--- src/rtl/sts_pkg.sv ---
package sts_pkg;

    typedef enum logic [1:0] {
        MODE_LEVEL = 2'b00,
        MODE_ERASE = 2'b01,
        MODE_PROG  = 2'b10,
        MODE_BOTH  = 2'b11
    } sts_mode_e;

    localparam logic [7:0] CFG_COMMAND = 8'hB8;

    // A completion event is reported only in the pulse modes that select its class.
    function automatic logic event_selected(input sts_mode_e mode,
                                            input logic erase_ev,
                                            input logic prog_ev);
        logic hit;
        case (mode)
            MODE_ERASE: hit = erase_ev;
            MODE_PROG:  hit = prog_ev;
            MODE_BOTH:  hit = erase_ev | prog_ev;
            default:    hit = 1'b0;
        endcase
        return hit;
    endfunction

    // Only the two low bits of the data byte may be set.
    function automatic logic reserved_clear(input logic [7:0] data);
        return data[7:2] == 6'b0;
    endfunction

endpackage

--- src/rtl/sts_cfg_decoder.sv ---
module sts_cfg_decoder
    import sts_pkg::*;
(
    input  logic      clk,
    input  logic      rst,
    input  logic      wr_en,
    input  logic [7:0] wr_data,
    output sts_mode_e mode_q,
    output logic      cfg_load
);

    logic armed_q;

    assign cfg_load = wr_en && armed_q && reserved_clear(wr_data);

    always_ff @(posedge clk) begin
        if (rst) begin
            armed_q <= 1'b0;
            mode_q  <= MODE_LEVEL;
        end else begin
            if (wr_en) begin
                armed_q <= !armed_q && (wr_data == CFG_COMMAND);
            end
            if (cfg_load) begin
                mode_q <= sts_mode_e'(wr_data[1:0]);
            end
        end
    end

    // A data byte with reserved bits set after the command leaves the mode untouched.
    assert_reserved_abort_R3: assert property (@(posedge clk) disable iff (rst)
        (wr_en && armed_q && !reserved_clear(wr_data)) |=> $stable(mode_q));

    // Without a write strobe the mode cannot move.
    assert_mode_hold_R3: assert property (@(posedge clk) disable iff (rst)
        !wr_en |=> $stable(mode_q));

endmodule

--- src/rtl/sts_pulse_timer.sv ---
module sts_pulse_timer #(
    parameter int PULSE_CYCLES = 13
) (
    input  logic clk,
    input  logic rst,
    input  logic cancel,
    input  logic trig,
    output logic active
);

    localparam int CW = $clog2(PULSE_CYCLES + 1);
    localparam logic [CW-1:0] LOAD_VAL = CW'(PULSE_CYCLES);
    localparam logic [CW-1:0] ONE      = CW'(1);

    logic [CW-1:0] cnt_q;

    always_ff @(posedge clk) begin
        if (rst) begin
            cnt_q <= '0;
        end else if (cancel) begin
            cnt_q <= '0;
        end else if (trig) begin
            cnt_q <= LOAD_VAL;
        end else if (cnt_q != '0) begin
            cnt_q <= cnt_q - ONE;
        end
    end

    assign active = (cnt_q != '0);

    // A running pulse ends only from its last count or by a cancel.
    assert_min_width_R8: assert property (@(posedge clk) disable iff (rst)
        (active && !cancel && !trig && cnt_q != ONE) |=> active);

    // A trigger always leaves the pulse at full length.
    assert_retrigger_R9: assert property (@(posedge clk) disable iff (rst)
        (trig && !cancel) |=> cnt_q == LOAD_VAL);

    // A cancel always leaves the output idle.
    assert_cancel_R10: assert property (@(posedge clk) disable iff (rst)
        cancel |=> !active);

endmodule

--- src/rtl/sts_pin_ctrl.sv ---
module sts_pin_ctrl
    import sts_pkg::*;
#(
    parameter int PULSE_CYCLES = 13
) (
    input  logic       clk,
    input  logic       rst,
    input  logic       wr_en,
    input  logic [7:0] wr_data,
    input  logic       wsm_busy,
    input  logic       done_erase,
    input  logic       done_prog,
    output logic       sts_out,
    output logic [1:0] cfg_mode
);

    sts_mode_e mode;
    logic      cfg_load;
    logic      trig;
    logic      pulse_active;
    logic      rst_seen_q;

    sts_cfg_decoder i_decoder (
        .clk      (clk),
        .rst      (rst),
        .wr_en    (wr_en),
        .wr_data  (wr_data),
        .mode_q   (mode),
        .cfg_load (cfg_load)
    );

    assign trig = event_selected(mode, done_erase, done_prog);

    sts_pulse_timer #(.PULSE_CYCLES(PULSE_CYCLES)) i_timer (
        .clk    (clk),
        .rst    (rst),
        .cancel (cfg_load),
        .trig   (trig),
        .active (pulse_active)
    );

    always_comb begin
        if (mode == MODE_LEVEL) begin
            sts_out = !wsm_busy;
        end else begin
            sts_out = !pulse_active;
        end
    end

    assign cfg_mode = mode;

    always_ff @(posedge clk) begin
        rst_seen_q <= rst;
        if (!rst && rst_seen_q) begin
            assert_reset_mode_R1: assert (cfg_mode == 2'b00);
        end
    end

    // Program completions are invisible in erase-only mode.
    assert_erase_filter_R5: assert property (@(posedge clk) disable iff (rst)
        (cfg_mode == 2'b01 && sts_out && !done_erase && !cfg_load) |=> sts_out);

    // Erase completions are invisible in program-only mode.
    assert_prog_filter_R6: assert property (@(posedge clk) disable iff (rst)
        (cfg_mode == 2'b10 && sts_out && !done_prog && !cfg_load) |=> sts_out);

    // After a configuration store the pin is released unless level mode reports busy.
    assert_cfg_release_R10: assert property (@(posedge clk) disable iff (rst)
        (cfg_load && wr_data[1:0] != 2'b00) |=> sts_out);

endmodule

--- config.mk ---
export PLATFORM = sky130hd
export DESIGN_NAME = sts_pin_ctrl
export DESIGN_NICKNAME = d
export VERILOG_FILES = /design/src/rtl/sts_pkg.sv /design/src/rtl/sts_cfg_decoder.sv /design/src/rtl/sts_pulse_timer.sv /design/src/rtl/sts_pin_ctrl.sv
export SDC_FILE = /design/constraint.sdc
export NUM_CORES = 1
export LEC_CHECK = 0
export BUFFER_PORTS_ARGS = -buffer_cell sky130_fd_sc_hd__buf_2
export CAP_MARGIN = 20
export CORE_AREA = 2 2 39 41
export DETAILED_ROUTE_END_ITERATION = 12
export DIE_AREA = 0 0 41 43
export GPL_TIMING_DRIVEN = 0
export PLACE_DENSITY = 0.56
export SYNTH_ARGS = -nofsm -noshare
export SYNTH_HDL_FRONTEND = slang
export SYNTH_SLANG_ARGS = --single-unit
--- constraint.sdc ---
create_clock -name clk -period 2.75 [get_ports clk]
set_clock_uncertainty 0.05 [all_clocks]
set_input_delay 0.55 -clock clk [delete_from_list [all_inputs] [get_ports clk]]
set_output_delay 0.55 -clock clk [all_outputs]
set_load 0.03 [all_outputs]
; ---- Word level (Yosys, flattened, before mapping)
; Cells that the tools add are included.
[word_totals]
reg_bits = 7
out_inout_bits = 3
[classes]
n_mux = 4
n_reduce_logical = 12
n_eq_ne = 4
n_addsub = 1
bitwise = 1
[op_table]
columns = cell, count
row1 = 8-bit equality test (second input constant), 1
row2 = 4-bit 2-to-1 mux, 2
row3 = 6-bit logical NOT, 1
row4 = 2-bit equality test (second input constant), 2
row5 = 4-bit nonzero test, 1
row6 = 4-bit by 1-bit subtractor with 4-bit output (second input constant), 1
row7 = 1-bit logical AND, 3
row8 = 1-bit logical NOT, 3
row9 = 1-bit one-hot mux with 3 select lines, 1
row10 = 3-bit OR reduction, 1
row11 = 2-bit by 1-bit equality test with 1-bit output (second input constant), 1
row12 = 2-bit logical NOT, 1
row13 = 2-bit nonzero test, 1
row14 = 2-bit OR reduction, 1
row15 = 1-bit 2-to-1 mux, 1
row16 = 1-bit bitwise OR, 1

; ---- Logic depth before layout (Yosys ltp)
; Gate-level depths: netlist of run 1.
[logic_depth]
word_depth = 3
ltp_mapped = 5
ltp_nobuf = 5

; ---- Cells and area by module
; From an unflattened synthesis of run 1, not the netlist that was laid out.
[unflattened]
hier_cells = 44
hier_area_um2 = 392.9
[modules_own_cells]
columns = mod, cells_per_inst, seq_area_each_um2, n_inst, area_each_um2
row1 = sts_pulse_timer, 23, 80.1, 1, 201.4
row2 = sts_cfg_decoder, 18, 60.1, 1, 167.7
row3 = sts_pin_ctrl, 3, 0.0, 1, 23.8

; ---- Worst setup path after synthesis of run 1
; OpenSTA, ideal clock, no wires.
[synth_timing]
path_kind = reg2out
startpoint = register i_timer.cnt_q[0]
endpoint = output port sts_out
n_path_buf = 0
path_slack_ns = 0.694
arrival_time_ns = 1.456
stages_incl_launch_ff = 5
t_required_ns = 2.150
cell_sequence = dfxtp_1 > inv_1 > ha_1 > or3b_1 > mux2i_1
[synth_between]
elab_chain_cells = 3
[synth_rtl]
columns = item, line_no
row1 = from (decl), sts_pulse_timer.sv:15  ; logic [CW-1:0] cnt_q;
row2 = from (signal assigned), sts_pulse_timer.sv:25  ; cnt_q <= cnt_q - ONE;
row3 = 4-bit nonzero test, sts_pulse_timer.sv:29  ; assign active = (cnt_q != '0);
row4 = 1-bit logical NOT, sts_pin_ctrl.sv:46  ; sts_out = !pulse_active;
row5 = 1-bit 2-to-1 mux, sts_pin_ctrl.sv:43  ; if (mode == MODE_LEVEL) begin
row6 = to (decl), sts_pin_ctrl.sv:13  ; output logic sts_out,
; No other way between the ends.

; ---- Worst setup path in the final report of run 1
; Ends and elaborated chain as after synthesis.

==> results of run 1 <==
-- power by group through the flow --
stage / Combinational [mW] / Clock [mW] / Sequential [mW]
floorplan: 0.134 / 0 / 0.150
global placement: 0.164 / 0 / 0.156
detailed placement: 0.169 / 0 / 0.156
CTS: 0.172 / 0.0941 / 0.154
global route: 0.192 / 0.104 / 0.158
finish: 0.169 / 0.0908 / 0.153
-- cell usage after synthesis (all sizes together), types with 2 or more instances --
library cell | number | area, sq um
a21oi | 5 | 25.02
dfxtp | 7 | 140.1
ha | 2 | 25.02
inv | 2 | 7.510
mux2i | 2 | 20.02
nand2b | 3 | 18.77
nand4 | 3 | 18.77
nor2 | 3 | 11.26
nor3 | 2 | 10.01
o21ai | 2 | 10.01
-- per-stage QoR --
| step | util (%) | total power, mW | setup WS, ps | instance area (sq um) | std cells |
|---|---|---|---|---|---|
| 2_1_floorplan | - | 0.2841 | 694.2 | 421.7 | 44 |
| 3_3_place_gp | 37.70 | 0.3197 | 810.7 | 521.8 | 76 |
| 3_5_place_dp | 37.70 | 0.3250 | 802.3 | 521.8 | 76 |
| 4_1_cts | 39.60 | 0.4193 | 525.6 | 548.0 | 80 |
| 5_1_grt | 39.60 | 0.4537 | 405.1 | 548.0 | 80 |
| 6_report | 39.60 | 0.4131 | 548.4 | 548.0 | 80 |
-- cell families (layout without fill, tap and decap cells) --
kind of cell,Yosys count,count (layout),synth area share (%)
multiplexers,2,2,4.748
flip-flops,7,7,33.23
XOR/XNOR,1,1,2.078
buffers and inverters,2,22,1.781
adder cells (fa/ha/maj),2,2,5.934
AO/OA/AOI/OAI,12,12,19.59
AND/OR/NAND/NOR,18,18,32.65
-- sequential cells by signal, indices dropped and copies added (netlist names) --
register,flops
i_timer.cnt_q,4
i_decoder.armed_q,1
i_decoder.mode_q,2
-- worst max-delay path: stages, from the launching register on --
cell     delay (ps)
dfxtp_1         320
inv_1            80
ha_1            190
or3b_1          420
mux2i_1         140
buf_2           210
-- per-layer routing --
layer	vias to the layer above	share of wire (%)
met4	0	0.84
li1	208	-
met5	-	0
met3	2	3.9
met2	11	50
met1	184	44
-- how the worst max path moves through the flow --
stage                           startpoint      end  slack (ps)  cells past startpoint
after floorplan           i_timer.cnt_q[0]  sts_out         690                      4
after global placement    i_timer.cnt_q[0]  sts_out         810                      5
after detailed placement  i_timer.cnt_q[0]  sts_out         800                      5
after CTS                 i_timer.cnt_q[0]  sts_out         530                      5
after global routing      i_timer.cnt_q[0]  sts_out         410                      5
final                     i_timer.cnt_q[0]  sts_out         550                      5
-- area by class of cell --
class	instances	area, sq um	area share [%]
inverter	2	7.507	1.370
multi-input combinational	35	274.0	50.00
timing repair buffer	16	80.08	14.61
clock buffer	4	26.28	4.795
sequential	7	140.1	25.57
tap	16	20.02	3.653
==> flow_summary.ini, run 1 <==
[pwr]
p_int_mw = 0.2740
power_frac_comb_pct = 40.9
powerDensity_nw_per_um2 = 753.7
power_frac_clock_pct = 22.0
vdd_drop_max_mv = 0.2821
switching_power_mw = 0.1391
swShare_pct = 33.67
seqPwrFrac_pct = 37.1
p_leak_nw = 0.2305

[clock_network]
cts_resized = 0
cts_buffer_depth = 2
cts_made_buffers = 3
htreeDepth = 1
cts_setup_buffers = 0
cts.sinks = 7
clk_pin_slew_worst_paths_ps = 50
postCtsHoldBufs = 0
root_buffer = clkbuf_4
cts_tree = done
clk_latency_ps = 240

[run]
maxCapViolCount = 0

[worst_setup_path]
reg2reg_from = i_timer.cnt_q[0]
r2r_end = i_timer.cnt_q[0]
cp.required_ps = 2150
r2r_cells = 5
cp_max_fo = 3
worst_ep_arrival_time_ps = 1600
cp-start-kind = register
worstSetupPathType = register to primary output
endpoint_kind = primary output
rrSetupSlack_ps = 1330

[min_path]
hold_start = i_decoder.mode_q[0]
hold_path_class = register to register
holdPathStages = 2
min_delay_worst_endpoint = i_decoder.mode_q[0]

[synth]
ys_ff_latch = 7
ys_seq_area_share_pct = 33.23
synth_flop_cell = dfxtp_1
synth_cells = 44
yosys_warnings = 0
synth.distinct_cells = 23
synth_edf_count = 0
synth_area_sq_um = 421.7
synth_nets = 60
ys_async_sr_fraction_pct = 0
syn_area_per_cell_sq_um = 9.583

[global_routing]
met2_usage_pct = 16.88
grt_use_met1_pct = 16.50
top_usage_layer = met2
grt_pass1_wl_mm = 1.483
grt_antenna_before_repair = 0
grt_pass1_vias = 357
grt_usage_pct = 12.37
grt.met3_usage_pct = 3.141
grt-ovfl-total = 0
grt_max_degree = 6

[placement]
io_buffer_count = 16
place_congestion = 0.5755
hpwlAfterDp_um = 707.6

[cells_and_area]
nNetsFinal = 81
drive_gt1_share_pct = 34.38
area_growth_pct = 29.97
mostFrequentLayoutCells = buf_2 (16), dfxtp_1 (7), a21oi_1 (5)
fill_cells = 135
mostFrequentLayoutCell = buf_2
n_antenna_cell = 0

[die]
rows = 14
initial_utilization_pct = 30.47
die_x_um = 41
top_level_ports = 17
die_area_sq_um = 1763
dieHeight_um = 43
core_region_area_sq_um = 1384

[timing]
fin_setup_tns_ps = 0
min_period_ps = 2202
timing.hold.ws_ps = 456.2
setup_viol = 0
final_max_slew_viol_count = 0
timing.final.crit_share_pct = 80.06
max_freq_ghz = 0.4542
slew_headroom_pct = 73.80
rsz0062_at_grt = false
hold_viol = 0
tightest_slew_ps = 393.0

[routing]
wl_per_cell_um = 10.45
drtIter0Drc = 4
wirelength_um = 836
firstDrtPassIters = 2
num_vias = 405
drcViolationCount = 0
antenna_left = 0
viasPerCell = 5.063

[run_status]
status = completed
(Power assumes the default switching activity.)
==> run 2, diff against run 1 <==
--- a/config.mk
+++ b/config.mk
@@ -11,7 +11,7 @@
 export DETAILED_ROUTE_END_ITERATION = 12
 export DIE_AREA = 0 0 41 43
 export GPL_TIMING_DRIVEN = 0
-export PLACE_DENSITY = 0.56
+export PLACE_DENSITY = 0.58
 export SYNTH_ARGS = -nofsm -noshare
 export SYNTH_HDL_FRONTEND = slang
 export SYNTH_SLANG_ARGS = --single-unit
==> constraint.sdc (replaced) <==
create_clock -name clk -period 1.8 [get_ports clk]
set_clock_uncertainty 0.05 [all_clocks]
set_input_delay 0.36 -clock clk [delete_from_list [all_inputs] [get_ports clk]]
set_output_delay 0.36 -clock clk [all_outputs]
set_load 0.03 [all_outputs]
==> flow_summary.ini, run 2 (synthesis gave the netlist of run 1 again) <==
[run_status]
status = finished with violations
violations = setup timing

[timing]
slew_headroom_pct = 73.96
setup_viol = 1
min_period_ps = 1886
tightest_slew_ps = 390.6
hold_viol = 0
rsz0062_at_grt = true
timing.hold.ws_ps = 275.2
max_freq_ghz = 0.5303
fin_ws_ps = -85.75
timing.final.crit_share_pct = 104.8
fin_setup_tns_ps = -85.75
final_max_slew_viol_count = 0

[global_routing]
grt_pass1_vias = 423
grt_usage_pct = 13.97
grt-ovfl-total = 0
grt_antenna_before_repair = 0
grt_pass1_wl_mm = 1.621
grt_max_degree = 6

[die]
die_x_um = 41
initial_utilization_pct = 30.47
die_area_sq_um = 1763
top_level_ports = 17
dieHeight_um = 43
rows = 14
core_region_area_sq_um = 1384

[run]
maxCapViolCount = 0

[pwr]
switching_power_mw = 0.2547
seqPwrFrac_pct = 29.8
p_int_mw = 0.5416
powerDensity_nw_per_um2 = 1268
vdd_drop_max_mv = 0.4659
power_frac_comb_pct = 53.1
power_frac_clock_pct = 17.1
swShare_pct = 31.98
power.total_mw = 0.7963
p_leak_nw = 0.2611

[clock_network]
clk_latency_ps = 240
cts_tree = done
cts.sinks = 7
cts_buffer_depth = 2
htreeDepth = 1
root_buffer = clkbuf_4
postCtsHoldBufs = 0
clk_pin_slew_worst_paths_ps = 50
cts_made_buffers = 3

[cells_and_area]
nNetsFinal = 88
top_regs = i_timer.cnt_q: 4 flops, i_decoder.mode_q: 2 flops, i_decoder.armed_q: 1 flops
fill_cells = 142
area_growth_pct = 48.96
drive_gt1_share_pct = 50.70
n_antenna_cell = 0
mostFrequentLayoutCell = buf_2
regMostFlops = i_timer.cnt_q
largest_register_ffs = 4
mostFrequentLayoutCells = buf_2 (15), buf_4 (7), a21oi_1 (5), dfxtp_1 (5)

[routing]
wirelength_um = 960
drcViolationCount = 0
num_vias = 433
drtIter0Drc = 5
viasPerCell = 4.977
antenna_left = 0
firstDrtPassIters = 4
wl_per_cell_um = 11.03

[worst_setup_path]
cp.required_ps = 1390
worst_ep_arrival_time_ps = 1480
critPathSlowestCell = or3b_4
path_delay_family = simple AND/OR/NAND/NOR gates
critPathMaxStageDelay_ps = 390
worstPathCellList = inv_2 -> ha_4 -> or3b_4 -> mux2i_2 -> buf_6
endpoint_kind = primary output
cp-start-kind = register
cp_max_fo = 2
crit_buf_inv = 2
worstSetupPathType = register to primary output

[placement]
place_congestion = 0.6790
io_buffer_count = 16
hpwlAfterDp_um = 704.3

[min_path]
hold_path_class = input port to register
==> run 2: final cells by class <==
cell class	instances	area [sq um]	share of cell area (%)
Clock buffer	4	26.28	4.183
Timing Repair Buffer	23	138.9	22.11
Tap cell	16	20.02	3.187
Multi-Input combinational cell	35	292.8	46.61
Inverter	2	7.507	1.195
Sequential cell	7	142.6	22.71
==> run 2: worst reg2reg max path, delay by kind of cell (launching register included) <==
| family | cells | cell delay, ps |
|---|---|---|
| AO/OA/AOI/OAI | 1 | 240 |
| adder cells (fa/ha/maj) | 1 | 140 |
| buffers and inverters | 2 | 220 |
| flip-flops | 1 | 320 |
| AND/OR/NAND/NOR | 1 | 390 |
==> run 2: stage by stage <==
stage	instances	area [sq um]	setup slack, ps	utilization (%)
global placement	76	525.5	14.53	37.97
global route	87	628.1	-155.3	45.39
detailed placement	76	525.5	-4.673	37.97
floorplan	44	425.4	42.46	-
CTS	85	609.3	-101.8	44.03
finish	87	628.1	-85.75	45.39
==> run 2: path summary, 6_finish.rpt <==
kind | startpoint | end | slack, ps | cells past startpoint
max | i_timer.cnt_q[1] | sts_out | -90 | 5
min | rst | i_decoder.mode_q[1] | 280 | 2
max reg2reg | i_timer.cnt_q[1] | i_timer.cnt_q[1] | 350 | 5
min reg2reg | i_decoder.mode_q[0] | i_decoder.mode_q[0] | 460 | 2
==> run 2: routing by layer <==
metal | global-route usage (%) | share of wire (%)
met1 | 13.87 | 41
met2 | 23.13 | 54
met3 | 3.665 | 4.5
met4 | 10.00 | 0
met5 | 0 | 0
==> run 2: power groups by stage <==
stage                     Sequential (mW)  Clock (mW)  Combinational, mW
after detailed placement            0.238           0              0.257
after CTS                           0.235       0.145              0.390
after global placement              0.237           0              0.255
after global routing                0.244       0.156              0.474
after floorplan                     0.229           0              0.209
final                               0.237       0.137              0.422
==> run 2: what timing repair did <==
| item | in CTS | in global routing |
|---|---|---|
| gates resized for setup | 8 | 1 |
| pin swaps | 1 | 0 |
| setup buffers | 5 | 2 |
| endpoints found under the hold margin | 0 | 0 |
| setup endpoints to repair | 1 | 1 |
==> run 3, diff against run 2 <==
--- a/config.mk
+++ b/config.mk
@@ -5,6 +5,7 @@
 export SDC_FILE = /design/constraint.sdc
 export NUM_CORES = 1
 export LEC_CHECK = 0
+export ABC_AREA = 1
 export BUFFER_PORTS_ARGS = -buffer_cell sky130_fd_sc_hd__buf_2
 export CAP_MARGIN = 20
 export CORE_AREA = 2 2 39 41
@@ -12,6 +13,7 @@
 export DIE_AREA = 0 0 41 43
 export GPL_TIMING_DRIVEN = 0
 export PLACE_DENSITY = 0.58
+export REMOVE_ABC_BUFFERS = 1
 export SYNTH_ARGS = -nofsm -noshare
 export SYNTH_HDL_FRONTEND = slang
 export SYNTH_SLANG_ARGS = --single-unit
==> constraint.sdc (replaced) <==
create_clock -name clk -period 1.95 [get_ports clk]
set_clock_uncertainty 0.05 [all_clocks]
set_input_delay 0.39 -clock clk [delete_from_list [all_inputs] [get_ports clk]]
set_output_delay 0.39 -clock clk [all_outputs]
set_load 0.03 [all_outputs]
==> flow_summary.ini, run 3 <==
[die]
dieHeight_um = 43
die_area_sq_um = 1763
die_x_um = 41
core_region_area_sq_um = 1384
rows = 14
initial_utilization_pct = 32.28
top_level_ports = 17

[cells_and_area]
multi_input_area_sq_um = 252.7
top_regs = i_timer.cnt_q: 4 flops, i_decoder.mode_q: 2 flops, i_decoder.armed_q: 1 flops
final_cells = 108
nNetsFinal = 109
drive_gt1_share_pct = 31.52
fill_cells = 158
fin_area_sq_um = 575.6
regMostFlops = i_timer.cnt_q
largest_register_ffs = 4
mostFrequentLayoutCell = nand2_1
area_growth_pct = 28.85
n_antenna_cell = 0
seq_area_sq_um = 140.1
mostFrequentLayoutCells = nand2_1 (19), buf_2 (15), nor2_1 (12)

[clock_network]
clk_pin_slew_worst_paths_ps = 50
cts_buffer_depth = 2
cts_made_buffers = 3
cts_tree = done
postCtsHoldBufs = 0
cts_setup_buffers = 0
cts_resized = 0
htreeDepth = 1
root_buffer = clkbuf_4
cts.sinks = 7
clk_latency_ps = 250

[global_routing]
grt_usage_pct = 12.56
grt_antenna_before_repair = 0
grt-ovfl-total = 0
grt_pass1_vias = 400
grt_pass1_wl_mm = 1.476
grt_max_degree = 6

[timing]
tightest_slew_ps = 139.7
slew_headroom_pct = 90.66
timing.final.crit_share_pct = 91.93
max_freq_ghz = 0.5578
rsz0062_at_grt = false
min_period_ps = 1793
final_max_slew_viol_count = 0
hold_viol = 0
setup_viol = 0
fin_setup_tns_ps = 0

[synth]
synth.most_common_cell = nand2_1
synth_compound_area_share_pct = 7.563
synth_xor_area_share_pct = 1.961
synthMuxAreaShare_pct = 0
synth_top_area_cell = dfxtp_1
synthSimpleGateAreaFrac_pct = 41.46
synth_edf_count = 0
synth_flop_cell = dfxtp_1
syn_area_per_cell_sq_um = 6.204
synth_top_family_by_area = simple AND/OR/NAND/NOR gates
synth.distinct_cells = 15
synth_cells = 72
synth.area.top_cells = dfxtp_1 (31%), nand2_1 (16%), inv_1 (10%)
synthTopCellsByCount = nand2_1 (19), inv_1 (12), nor2_1 (12)
ys_ff_latch = 7
synth_area_sq_um = 446.7
yosys_warnings = 0
yosys.area_share.adder_pct = 5.602
synth_top_area_share_pct = 31.37
ys_seq_area_share_pct = 31.37
ys_async_sr_fraction_pct = 0

[pwr]
switching_power_mw = 0.2571
p_leak_nw = 0.3176
power_frac_comb_pct = 47.2
powerDensity_nw_per_um2 = 1122
vdd_drop_max_mv = 0.4079
power_frac_clock_pct = 20.0
seqPwrFrac_pct = 32.8
p_int_mw = 0.3887
swShare_pct = 39.81

[worst_setup_path]
cp.required_ps = 1510
crit_buf_inv = 3
worst_ep_arrival_time_ps = 1350
critPathMaxStageDelay_ps = 340
critPathSlowestCell = dfxtp_1
path_delay_family = flip-flops
worstSetupPathType = register to primary output
endpoint_kind = primary output
cp_max_fo = 5
cp-start-kind = register
worstPathCellList = inv_2 -> ha_1 -> nand2_4 -> clkinv_2 -> nor2_1 -> a21oi_1 -> clkbuf_4

[routing]
drtIter0Drc = 9
wirelength_um = 791
drcViolationCount = 0
viasPerCell = 4.093
num_vias = 442
wl_per_cell_um = 7.324
firstDrtPassIters = 4
antenna_left = 0

[placement]
io_buffer_count = 16
place_area_sq_um = 546.8
hpwlAfterDp_um = 652.5
place_congestion = 0.6673
place_inst = 104

[min_path]
hold_path_class = input port to register

[run]
maxCapViolCount = 0

[run_status]
status = completed
[run 3: cell count changes in the layout (fill, tap and decap cells not counted), sizes merged, moves of 2 or more]
cell / delta
buf: -8
inv: +11
nand4: -3
nand3: +4
nand2b: -3
nor3: -2
nor2: +12
o21ai: -2
mux2i: -2
nand2: +22
[run 3: layer usage]
| layer | GRT usage [%] | routed length (um) | vias to the layer above |
|---|---|---|---|
| met5 | 0 | 0 | - |
| met4 | 8.000 | 0 | 0 |
| met3 | 4.712 | 33 | 0 |
| met2 | 17.19 | 377 | 7 |
| met1 | 15.81 | 380 | 181 |
| li1 | - | - | 254 |
[run 3: worst paths after layout]
check | depth (start not counted) | slack, ps | end | start
setup / recovery | 7 | 160 | sts_out | i_timer.cnt_q[0]
hold reg to reg | 2 | 440 | i_timer.cnt_q[0] | i_timer.cnt_q[0]
hold / removal | 3 | 330 | i_decoder.mode_q[1] | wr_data[1]
setup reg to reg | 7 | 850 | i_timer.cnt_q[1] | i_timer.cnt_q[0]
[run 3: layout make-up]
class / count / share of cell area [%]
Multi-Input combinational cell: 51 / 43.91
Sequential cell: 7 / 24.35
Timing Repair Buffer: 16 / 14.35
Inverter: 14 / 9.348
Clock buffer: 4 / 4.565
Tap cell: 16 / 3.478
[run 3: worst reg2reg max path, cell delays in order (launching register included)]
cell and delay (ps):
dfxtp_1 340, inv_2 60, ha_1 220, nand2_4 100
clkinv_2 70, nand2_1 60, nand3_1 60, nor2_1 70
[run 3: kinds of logic after synthesis]
kind of cell               Yosys count
AOI/OAI and AO/OA                    6
xor gates and xnor gates             1
adders and majority gates            2
buffers and inverters               14
DFF                                  7
and+or+nand+nor                     42
[run 3: per-stage QoR]
stage                     util [%]  power [mW]  hold slack, ps  worst slack, ps
final                        41.59      0.6457           330.0            157.4
after global routing         41.59      0.7194           339.5            27.15
after CTS                    41.41      0.6553           319.9            103.9
after detailed placement     39.51      0.5183           422.1            383.9
after global placement       39.51      0.5110           416.3            398.5
after floorplan                  -      0.4602           405.0            272.1
[run 3: power by group through the flow]
stage	logic (mW)	clock network [mW]	registers [mW]
CTS	0.306	0.138	0.211
detailed placement	0.305	0	0.214
global placement	0.298	0	0.213
finish	0.305	0.129	0.212
floorplan	0.253	0	0.207
global route	0.351	0.150	0.218
